**src/rtl/fifo_thr_pkg.sv**
```systemverilog
package fifo_thr_pkg;
  localparam int LVL_W  = 5;
  localparam int DATA_W = 16;

  typedef struct packed {
    logic             rx_dma_en;
    logic [LVL_W-1:0] af_lvl;
    logic             tx_dma_en;
    logic [LVL_W-1:0] ae_lvl;
  } buf_cfg_t;
endpackage

```
**src/rtl/fifo_thr_store.sv**
```systemverilog
module fifo_thr_store #(
  parameter int WIDTH = 16,
  parameter int AW    = 5
) (
  input  logic             clk,
  input  logic             rst_n,
  input  logic             push_i,
  input  logic [WIDTH-1:0] push_data_i,
  input  logic             pop_i,
  output logic [WIDTH-1:0] head_o,
  output logic [AW:0]      count_q_o,
  output logic [AW:0]      count_d_o,
  output logic             full_o,
  output logic             empty_o
);
  localparam int          DEPTH    = 1 << AW;
  localparam logic [AW:0] FULL_CNT = (AW+1)'(DEPTH);

  logic [WIDTH-1:0] mem_q [DEPTH];
  logic [AW-1:0]    wr_ptr_q, wr_ptr_d, rd_ptr_q, rd_ptr_d;
  logic [AW:0]      count_q, count_d;
  logic             push_ok, pop_ok;

  always_comb begin
    full_o   = (count_q == FULL_CNT);
    empty_o  = (count_q == '0);
    push_ok  = push_i && !full_o;
    pop_ok   = pop_i && !empty_o;
    wr_ptr_d = wr_ptr_q + AW'(push_ok);
    rd_ptr_d = rd_ptr_q + AW'(pop_ok);
    count_d  = count_q + (AW+1)'(push_ok) - (AW+1)'(pop_ok);
  end

  always_ff @(posedge clk or negedge rst_n) begin
    if (!rst_n) begin
      wr_ptr_q <= '0;
      rd_ptr_q <= '0;
      count_q  <= '0;
    end else begin
      wr_ptr_q <= wr_ptr_d;
      rd_ptr_q <= rd_ptr_d;
      count_q  <= count_d;
    end
  end

  for (genvar i = 0; i < DEPTH; i++) begin : g_word
    always_ff @(posedge clk or negedge rst_n) begin
      if (!rst_n)
        mem_q[i] <= '0;
      else if (push_ok && (wr_ptr_q == AW'(i)))
        mem_q[i] <= push_data_i;
    end
  end

  assign head_o    = mem_q[rd_ptr_q];
  assign count_q_o = count_q;
  assign count_d_o = count_d;


  full_hold_chk: assert property (@(posedge clk) disable iff (!rst_n)
    (push_i && full_o && !pop_i) |=> (count_q == FULL_CNT));


  empty_hold_chk: assert property (@(posedge clk) disable iff (!rst_n)
    (pop_i && empty_o && !push_i) |=> ($stable(rd_ptr_q) && count_q == '0));


  cnt_range_chk: assert property (@(posedge clk) disable iff (!rst_n)
    count_q <= FULL_CNT);
endmodule

```
**src/rtl/fifo_thr_level.sv**
```systemverilog
module fifo_thr_level
  import fifo_thr_pkg::*;
#(
  parameter int AW = 5
) (
  input  logic     clk,
  input  logic     rst_n,
  input  logic     xfer_i,
  input  logic     dir_rx_i,
  input  buf_cfg_t cfg_q_i,
  input  buf_cfg_t cfg_d_i,
  input  logic [AW:0] cnt_q_i,
  input  logic [AW:0] cnt_d_i,
  output logic     dma_rx_o,
  output logic     dma_tx_o,
  output logic     flag_af_o,
  output logic     flag_ae_o
);
  logic live_q, live_d;
  logic af_d, ae_d;

  // requests: combinational from stored occupancy and stored configuration
  always_comb begin
    live_q   = xfer_i || (cnt_q_i != '0);
    dma_rx_o = live_q && dir_rx_i && (cnt_q_i > (AW+1)'(cfg_q_i.af_lvl))
               && cfg_q_i.rx_dma_en;
    dma_tx_o = live_q && !dir_rx_i && (cnt_q_i < (AW+1)'(cfg_q_i.ae_lvl))
               && cfg_q_i.tx_dma_en;
  end

  // flags: next state from next occupancy and next configuration
  always_comb begin
    live_d = xfer_i || (cnt_d_i != '0);
    af_d   = live_d && dir_rx_i && (cnt_d_i > (AW+1)'(cfg_d_i.af_lvl))
             && !cfg_d_i.rx_dma_en;
    ae_d   = live_d && !dir_rx_i && (cnt_d_i < (AW+1)'(cfg_d_i.ae_lvl))
             && !cfg_d_i.tx_dma_en;
  end

  always_ff @(posedge clk or negedge rst_n) begin
    if (!rst_n) begin
      flag_af_o <= 1'b0;
      flag_ae_o <= 1'b0;
    end else begin
      flag_af_o <= af_d;
      flag_ae_o <= ae_d;
    end
  end


  idle_quiet_chk: assert property (@(posedge clk) disable iff (!rst_n)
    (!xfer_i && cnt_q_i == '0) |-> (!dma_rx_o && !dma_tx_o));


  rx_excl_chk: assert property (@(posedge clk) disable iff (!rst_n)
    !(dma_rx_o && flag_af_o));


  tx_excl_chk: assert property (@(posedge clk) disable iff (!rst_n)
    !(dma_tx_o && flag_ae_o));
endmodule

```
**src/rtl/fifo_thr_dma.sv**
```systemverilog
module fifo_thr_dma
  import fifo_thr_pkg::*;
#(
  parameter int WIDTH = DATA_W,
  parameter int AW    = LVL_W
) (
  input  logic             clk,
  input  logic             rst_n,
  input  logic             xfer_active,
  input  logic             dir_rx,
  input  logic             cfg_we,
  input  logic [15:0]      cfg_wdata,
  output logic [15:0]      cfg_rdata,
  input  logic             host_wr,
  input  logic [WIDTH-1:0] host_wdata,
  input  logic             host_rd,
  output logic [WIDTH-1:0] host_rdata,
  output logic             host_overrun,
  output logic             host_underrun,
  input  logic             card_push,
  input  logic [WIDTH-1:0] card_wdata,
  input  logic             card_pop,
  output logic [WIDTH-1:0] card_rdata,
  output logic             dma_rx_req,
  output logic             dma_tx_req,
  output logic             stat_af,
  output logic             stat_ae
);
  localparam buf_cfg_t CFG_RST = '{rx_dma_en: 1'b0, af_lvl: '1,
                                   tx_dma_en: 1'b0, ae_lvl: '0};

  logic [1:0]       rst_sync_q;
  logic             rst_s_n;
  buf_cfg_t         cfg_q, cfg_d;
  logic             push, pop, host_push, host_pop;
  logic [WIDTH-1:0] push_data, head;
  logic [AW:0]      cnt_q, cnt_d;
  logic             full, empty;
  logic             ovr_d, unr_d;

  // reset: asserted asynchronously, released on the clock
  always_ff @(posedge clk or negedge rst_n) begin
    if (!rst_n) rst_sync_q <= 2'b00;
    else        rst_sync_q <= {rst_sync_q[0], 1'b1};
  end
  assign rst_s_n = rst_sync_q[1];

  always_comb begin
    cfg_d = cfg_q;
    if (cfg_we) begin
      cfg_d.rx_dma_en = cfg_wdata[15];
      cfg_d.af_lvl    = cfg_wdata[12:8];
      cfg_d.tx_dma_en = cfg_wdata[7];
      cfg_d.ae_lvl    = cfg_wdata[4:0];
    end
    host_push = host_wr && !dir_rx;
    host_pop  = host_rd && dir_rx;
    push      = host_push || (card_push && dir_rx);
    pop       = host_pop || (card_pop && !dir_rx);
    push_data = dir_rx ? card_wdata : host_wdata;
    ovr_d     = host_push && full;
    unr_d     = host_pop && empty;
  end

  always_ff @(posedge clk or negedge rst_s_n) begin
    if (!rst_s_n) begin
      cfg_q         <= CFG_RST;
      host_overrun  <= 1'b0;
      host_underrun <= 1'b0;
    end else begin
      cfg_q         <= cfg_d;
      host_overrun  <= ovr_d;
      host_underrun <= unr_d;
    end
  end

  assign cfg_rdata  = {cfg_q.rx_dma_en, 2'b00, cfg_q.af_lvl,
                       cfg_q.tx_dma_en, 2'b00, cfg_q.ae_lvl};
  assign host_rdata = head;
  assign card_rdata = head;

  fifo_thr_store #(.WIDTH(WIDTH), .AW(AW)) u_store (
    .clk         (clk),
    .rst_n       (rst_s_n),
    .push_i      (push),
    .push_data_i (push_data),
    .pop_i       (pop),
    .head_o      (head),
    .count_q_o   (cnt_q),
    .count_d_o   (cnt_d),
    .full_o      (full),
    .empty_o     (empty)
  );

  fifo_thr_level #(.AW(AW)) u_level (
    .clk       (clk),
    .rst_n     (rst_s_n),
    .xfer_i    (xfer_active),
    .dir_rx_i  (dir_rx),
    .cfg_q_i   (cfg_q),
    .cfg_d_i   (cfg_d),
    .cnt_q_i   (cnt_q),
    .cnt_d_i   (cnt_d),
    .dma_rx_o  (dma_rx_req),
    .dma_tx_o  (dma_tx_req),
    .flag_af_o (stat_af),
    .flag_ae_o (stat_ae)
  );


  rxen_clr_chk: assert property (@(posedge clk) disable iff (!rst_s_n)
    (cfg_we && cfg_wdata[15]) |=> !stat_af);


  txen_clr_chk: assert property (@(posedge clk) disable iff (!rst_s_n)
    (cfg_we && cfg_wdata[7]) |=> !stat_ae);


  cfg_rb_chk: assert property (@(posedge clk) disable iff (!rst_s_n)
    cfg_we |=> (cfg_rdata == ($past(cfg_wdata) & 16'h9F9F)));


  ovr_pulse_chk: assert property (@(posedge clk) disable iff (!rst_s_n)
    (host_wr && !dir_rx && full) |=> host_overrun);
endmodule

```
**config.mk**
```make
export PLATFORM = sky130hd
export DESIGN_NAME = fifo_thr_dma
export DESIGN_NICKNAME = d
export VERILOG_FILES = /design/src/rtl/fifo_thr_pkg.sv /design/src/rtl/fifo_thr_store.sv /design/src/rtl/fifo_thr_level.sv /design/src/rtl/fifo_thr_dma.sv
export SDC_FILE = /design/constraint.sdc
export NUM_CORES = 1
export LEC_CHECK = 0
export BUFFER_PORTS_ARGS = -buffer_cell sky130_fd_sc_hd__buf_4
export CORE_UTILIZATION = 38
export CTS_CLUSTER_DIAMETER = 150
export DETAILED_ROUTE_END_ITERATION = 10
export GPL_TIMING_DRIVEN = 0
export SLEW_MARGIN = 20
export SYNTH_ARGS = -nofsm -noshare
export SYNTH_HDL_FRONTEND = slang
export SYNTH_SLANG_ARGS = --single-unit
```
**constraint.sdc**
```tcl
create_clock -name clk -period 27.7 [get_ports clk]
set_input_delay 5.54 -clock clk [delete_from_list [all_inputs] [get_ports clk]]
set_output_delay 5.54 -clock clk [all_outputs]
set_load 0.05 [all_outputs]
```
==> run metrics, run 1 <==
pre-CTS setup slack 14.82 ns; max-cap viol count 0; initial DRC count 2068; ANT nets after route 0; final worst path period share 0.4659; clk buf depth 3; met1 Use GR 0.3391; Crit. Startpoint dir_rx; cts repair resizes 0; setup ws final 14.79 ns; share of cells above drive strength 1 0.1423; Initial Util 0.3843; row cnt 93; H-tree depth 2; syn_area_per_cell 10.26 um2; fin crit period 12.91 ns; global-route wire length before repair 122.7 mm; Final Setup Violations 0; Pwr Total 0.003864 W; Ys Warns 0; wire per inst 23.28 um; Post-Layout Cell Count 3492; final core utilization 0.4474; Yosys cell types 60; Worst-Margin Slew 1.066 ns; setup slack, reg-to-reg 23.77 ns; Worst Clk Skew 0.03964 ns; Post-DP HPWL 58.63 mm; most frequent CP cell buf_4; critical path startpoint category input pin; Post-Syn Area 24730 um2; final hold violation count 0; CTS Hold Buffers Added 0; worst-path fanout max 10; Post-CTS Setup Inserts 0; Cells after Synth 2411; IO Port Bufs 101; via count 19650; Top FF cell, synth dfrtp_1; RSZ-0062 raised after global routing no; most used routing layer met2; CP max-delay cell or4b_2; LEAKAGE 13.26 nW; IO Count 111; Worst setup EP type primary output; GRT Util Overall 0.2472; grt ovf 0; fin. max-slew vios 0; via count of the first global-routing pass 19570; Die Ht 257.1 um; Cell Pwr Density 134.2 nW/um2; Clock Sinks 546; Hold Path Class register to asynchronous set/reset pin; TNS Setup 0 ns; area of the multi-input gates 9807 um2; clk slew on worst S/H paths 0.06 ns; critical path required time 22.16 ns; outcome finished, final reports clean; die footprint 66100 um2; clk_lat worst skew 0.65 ns; Slowest Stage Delay on Critical Path 0.75 ns; number of stages on the worst setup path 5; Max IR drop VDD 0.09130 mV; met2 usage 0.3744; Fmax achieved 77.48 MHz; Register-to-Register Path Depth 16; Async SR Flop Fraction 1.000; CTS root buffer clkbuf_16; TritonCTS buffer count 59; Seq/Total Area, Yosys 0.5527; core footprint 64350 um2; CTS tree yes; via/cell ratio 5.626; Net count, final 2677; # fillers 6008; largest net degree at the start of global routing 60; met3 Use GR 0.05349; crit path cell chain buf_4 > clkbuf_2 > or4b_2 > nor3_1 > buf_4; WS Path Type input pin to primary output; r2r startpoint u_store.count_q_o[2]; die width 257.1 um; Post-synth EDFFs 0; relative slew slack 0.2692; worst path bufs/invs 3; Routed Wire Length 81.29 mm; largest delay contributor family on the critical path simple AND/OR/NAND/NOR gates; drt pass-1 iters 6; RR Endpoint u_level.flag_af_o; DRC 0; Seq cells post-synth 546; placed insts 3382; area grow syn2layout 16.41%; Seq. cell area 13670 um2; GP Congestion 0.9679; Arr. time, crit path 7.37 ns; initial antenna violation count 3
## kinds of logic (layout without fill, tap and decap cells)
| kind of cell | after synthesis | count (layout) | share of synthesized area |
|---|---|---|---|
| AO/OA/AOI/OAI | 655 | 655 | 0.1426 |
| AND/OR/NAND/NOR | 663 | 663 | 0.1139 |
| XOR/XNOR | 9 | 9 | 0.003187 |
| multiplexers | 210 | 210 | 0.1196 |
| other | 2 | 7 | 0.0003037 |
| flip-flops | 546 | 546 | 0.5527 |
| adder cells (fa/ha/maj) | 32 | 32 | 0.01649 |
| buffers and inverters | 294 | 515 | 0.05115 |
## layout by cell type, fill, tap and decap left out, types with 4 or more instances in the layout
cell type,Yosys,routed
buf_16,0,9
o21a_1,8,8
mux2_2,4,4
clkbuf_16,0,59
inv_1,62,62
bufinv_16,0,4
buf_2,55,56
o22ai_1,17,17
a31oi_1,17,17
clkbuf_2,2,4
o21ai_0,355,355
clkbuf_8,0,9
dfstp_2,5,5
nor3_2,4,4
nand3b_1,4,4
clkbuf_1,148,166
o21ai_1,21,21
nor2b_1,22,22
a22oi_1,60,60
a21oi_1,165,165
clkinv_2,0,9
buf_4,24,125
mux2i_1,138,138
nor3_1,6,6
nor2_1,160,160
conb_1,2,5
ha_1,31,31
xnor2_1,5,5
nand3_1,50,50
xor2_1,4,4
dfrtp_1,541,540
nand2_1,387,387
mux4_2,67,67
## layer usage
layer / vias up / part of all wire
li1: 8669 / -
met1: 9911 / 0.42
met2: 871 / 0.45
met3: 190 / 0.086
met4: 4 / 0.045
met5: - / 0.00028
## metrics by stage
step / instance area, um2 / hold slack (ns)
3_3_place_gp: 26570 / 0.3371
4_1_cts: 28780 / 0.3290
2_1_floorplan: 24740 / 0.3312
3_5_place_dp: 26870 / 0.3344
5_1_grt: 28780 / 0.3444
6_report: 28790 / 0.3168
## power by group
group          total [W]  internal [W]  switching [W]  leakage (nW)
logic            0.00174      0.000640        0.00110          5.28
clock network   0.000790      0.000455       0.000335         0.933
registers        0.00133       0.00114       0.000191          7.05
## synth_stat cells, types with 31 or more instances
master | count | area [um2]
mux2i_1 | 138 | 1381
nand3_1 | 50 | 250.2
inv_1 | 62 | 232.7
nor2_1 | 160 | 600.6
a21oi_1 | 165 | 825.8
mux4_2 | 67 | 1509
buf_2 | 55 | 275.3
ha_1 | 31 | 387.9
a22oi_1 | 60 | 450.4
clkbuf_1 | 148 | 555.5
o21ai_0 | 355 | 1777
dfrtp_1 | 541 | 13540
nand2_1 | 387 | 1453
## registers in the layout (all words and copies together) (netlist names)
name and count:
u_store.rd_ptr_q 5, rst_sync_q 2, u_level.flag_af_o 1, host_overrun 1, u_store.wr_ptr_q 5, host_underrun 1
u_level.flag_ae_o 1, u_store.count_q_o 6, u_store.mem_q 512, cfg_rdata 12
## worst register-to-register path, cell delays in order, from the launching register on
cell and delay, ns:
dfrtp_1 0.43, inv_1 0.09, ha_1 0.21, nand4_1 0.13, a21boi_0 0.47, ha_1 0.33, inv_1 0.06, ha_1 0.15
inv_1 0.06, fa_1 0.42, nand2b_1 0.16, a21oi_1 0.17, xor2_1 0.35, ha_1 0.32, o21ai_0 0.14, nor2_1 0.06
a32o_1 0.26
## cell type report
| type | count | share of cell area |
|---|---|---|
| Clock inverter | 21 | 0.008432 |
| Timing Repair Buffer | 113 | 0.03651 |
| Antenna cell | 2 | 0.0001739 |
| Multi-Input combinational cell | 1574 | 0.3407 |
| Inverter | 63 | 0.008215 |
| Buffer | 231 | 0.03581 |
| Tap cell | 855 | 0.03716 |
| Clock buffer | 87 | 0.05807 |
| Sequential cell | 546 | 0.4750 |
## worst max path at each step
stage / to / slack, ns
after floorplan: cfg_rdata[0] / 11.36
after global placement: u_store.mem_q[455] / 5.81
after detailed placement: dma_tx_req / 14.82
after CTS: dma_tx_req / 14.81
after global routing: dma_tx_req / 14.72
final: dma_tx_req / 14.79
Note: power is estimated with default switching activity, not from simulation.
==> inputs of run 2 (changes only) <==
Clock period 27.7 ns to 12 ns, I/O delays scaled along.
==> run 2 against run 1 <==
Effect of this change: final area rose by 0.30%; largest power group unchanged; wire length rose by 0.71%; largest cell class unchanged; first-iteration DRC count rose by 2.0%; sequential share of layout area fell by 0.14 points; utilization rose by 0.13 points; via count barely moved; sequential power rose by 130%; setup slack got worse by 9.4 ns; non-clock buffer count did not move; clock skew rose by 0.019 ns; critical path depth did not move; power rose by 130%.
==> run metrics, run 2 (synthesized netlist as in run 1, its figures left out) <==
final hold violation count 0 (unchanged); TritonCTS buffer count 59 (unchanged); Clock Sinks 546 (unchanged); most frequent cells in the layout dfrtp_1 (540), nand2_1 (387), o21ai_0 (355), a21oi_1 (165), nor2_1 (160); IO Port Bufs 101 (unchanged); Top reg by flops u_store.mem_q; relative slew slack 0.1615 (-0.1077); RSZ-0062 raised after global routing no; via count 19630 (-0.087%); most frequent CP cell buf_4; TNS Setup 0 ns (unchanged); core footprint 64350 um2 (unchanged); CP max-delay cell or4b_2; Worst setup EP type primary output; Cell Pwr Density 312.3 nW/um2 (+130%); fin. max-slew vios 0 (unchanged); worst-path fanout max 10 (unchanged); critical path startpoint category input pin; initial antenna violation count 3 (unchanged); clk slew on worst S/H paths 0.06 ns (about the same); # fillers 6107 (+1.6%); clk_lat worst skew 0.65 ns (about the same); Final Setup Violations 0 (unchanged); Hold Path Class register to asynchronous set/reset pin; max reg flops 512 (unchanged); via/cell ratio 5.624 (about the same); Worst-Margin Slew 1.223 ns (+0.1571 ns); final worst path period share 0.5542; GP Congestion 0.9436 (-2.5%); Fin Hold WS 0.3414 ns (+0.02461 ns); Post-Layout Cell Count 3490 (-0.057%); CTS Hold Buffers Added 0 (unchanged); Initial Util 0.3843 (unchanged); cts repair resizes 0 (unchanged); LEAKAGE 13.32 nW (+0.44%); critical path required time 9.60 ns (-12.56 ns); outcome finished, final reports clean; grt ovf 0 (unchanged); CTS tree yes; Die Ht 257.1 um (unchanged); row cnt 93 (unchanged); area of the multi-input gates 9807 um2 (unchanged); Worst Clk Skew 0.05828 ns (+0.01864 ns); Routed Wire Length 81.87 mm (+0.71%); Net count, final 2677 (unchanged); max-cap viol count 0 (unchanged); Arr. time, crit path 4.25 ns (-3.12 ns); final core utilization 0.4487 (+0.001322); Seq. cell area 13670 um2 (unchanged); clk buf depth 3 (unchanged); fin crit period 6.651 ns; global-route wire length before repair 122.9 mm (+0.14%); WS Path Type input pin to primary output; ANT nets after route 0 (unchanged); area grow syn2layout 16.75%; DRC 0 (unchanged); most common cell after layout, fill and taps aside dfrtp_1; CTS root buffer clkbuf_16; largest net degree at the start of global routing 61 (+1.7%); wire per inst 23.46 um (+0.77%); Slowest Stage Delay on Critical Path 0.74 ns (about the same); H-tree depth 2 (unchanged); crit path cell chain buf_4 > clkbuf_2 > or4b_2 > nor3_1 > buf_4; Register-to-Register Path Depth 16 (unchanged); initial DRC count 2109 (+2.0%); Post-CTS Setup Inserts 0 (unchanged); Fmax achieved 150.4 MHz; Max IR drop VDD 0.2452 mV (+170%); via count of the first global-routing pass 19810 (+1.2%); share of cells above drive strength 1 0.1450 (+0.002712); placed insts 3382 (unchanged); Post-DP HPWL 59.08 mm (+0.76%); die footprint 66100 um2 (unchanged); IO Count 111 (unchanged); die width 257.1 um (unchanged); drt pass-1 iters 6 (unchanged); GRT Util Overall 0.2482 (+0.001013)
[run 2: cell types whose count changed in the layout (fill, tap and decap cells not counted), sizes merged]
cell	previous run	this run
clkbuf	238	234
clkinvlp	3	1
clkinv	12	16
inv	65	64
bufinv	4	6
diode	2	1
[run 2: report_power, final]
group / leakage, nW / switching [W] / internal (W)
sequential: 7.05 / 0.000441 / 0.00264
combinational: 5.27 / 0.00256 / 0.00148
clock: 1.00 / 0.000784 / 0.00112
total: 13.3 / 0.00378 / 0.00523
[run 2: stage by stage]
stage          worst slack (ns)  instance area (um2)  power (W)
3_3_place_gp            0.09568                26570   0.006928
5_1_grt                   5.257                28870   0.009495
6_report                  5.349                28870   0.009016
3_5_place_dp              5.372                26840   0.007074
4_1_cts                   5.360                28870   0.008986
2_1_floorplan             3.119                24740   0.005744
[run 2: cell type report]
| cell class | instances | area share |
|---|---|---|
| Antenna cell | 1 | 0.00008667 |
| Buffer | 231 | 0.03571 |
| Clock buffer | 83 | 0.05915 |
| Clock inverter | 24 | 0.01096 |
| Inverter | 63 | 0.008190 |
| Multi-Input combinational cell | 1574 | 0.3397 |
| Sequential cell | 546 | 0.4736 |
| Tap cell | 855 | 0.03705 |
| Timing Repair Buffer | 113 | 0.03562 |
[run 2: critical path, delay by kind of cell]
kind          cells  cell delay (ns)
buf+inv           3             0.84
simple gates      2             1.00
[run 2: path summary, 6_finish.rpt]
| check | startpoint | to | slack [ns] |
|---|---|---|---|
| worst min register to register | rst_sync_q[1] | u_store.mem_q[34] | 0.34 |
| worst max register to register | u_store.count_q_o[2] | u_level.flag_af_o | 7.97 |
| worst min-delay path | rst_sync_q[1] | u_store.mem_q[34] | 0.34 |
| max in group asynchronous | rst_sync_q[1] | u_store.mem_q[439] | 10.08 |
| worst max-delay path | dir_rx | dma_tx_req | 5.35 |
| min in group clk | rst_sync_q[0] | rst_sync_q[1] | 0.35 |
[run 2: metal layers]
| metal | routed length, um | up-vias | track usage |
|---|---|---|---|
| met5 | 28 | - | 0 |
| met1 | 33100 | 9936 | 0.3266 |
| met2 | 37550 | 867 | 0.3849 |
| met3 | 8015 | 167 | 0.07053 |
| li1 | - | 8654 | - |
| met4 | 3173 | 4 | 0.1005 |
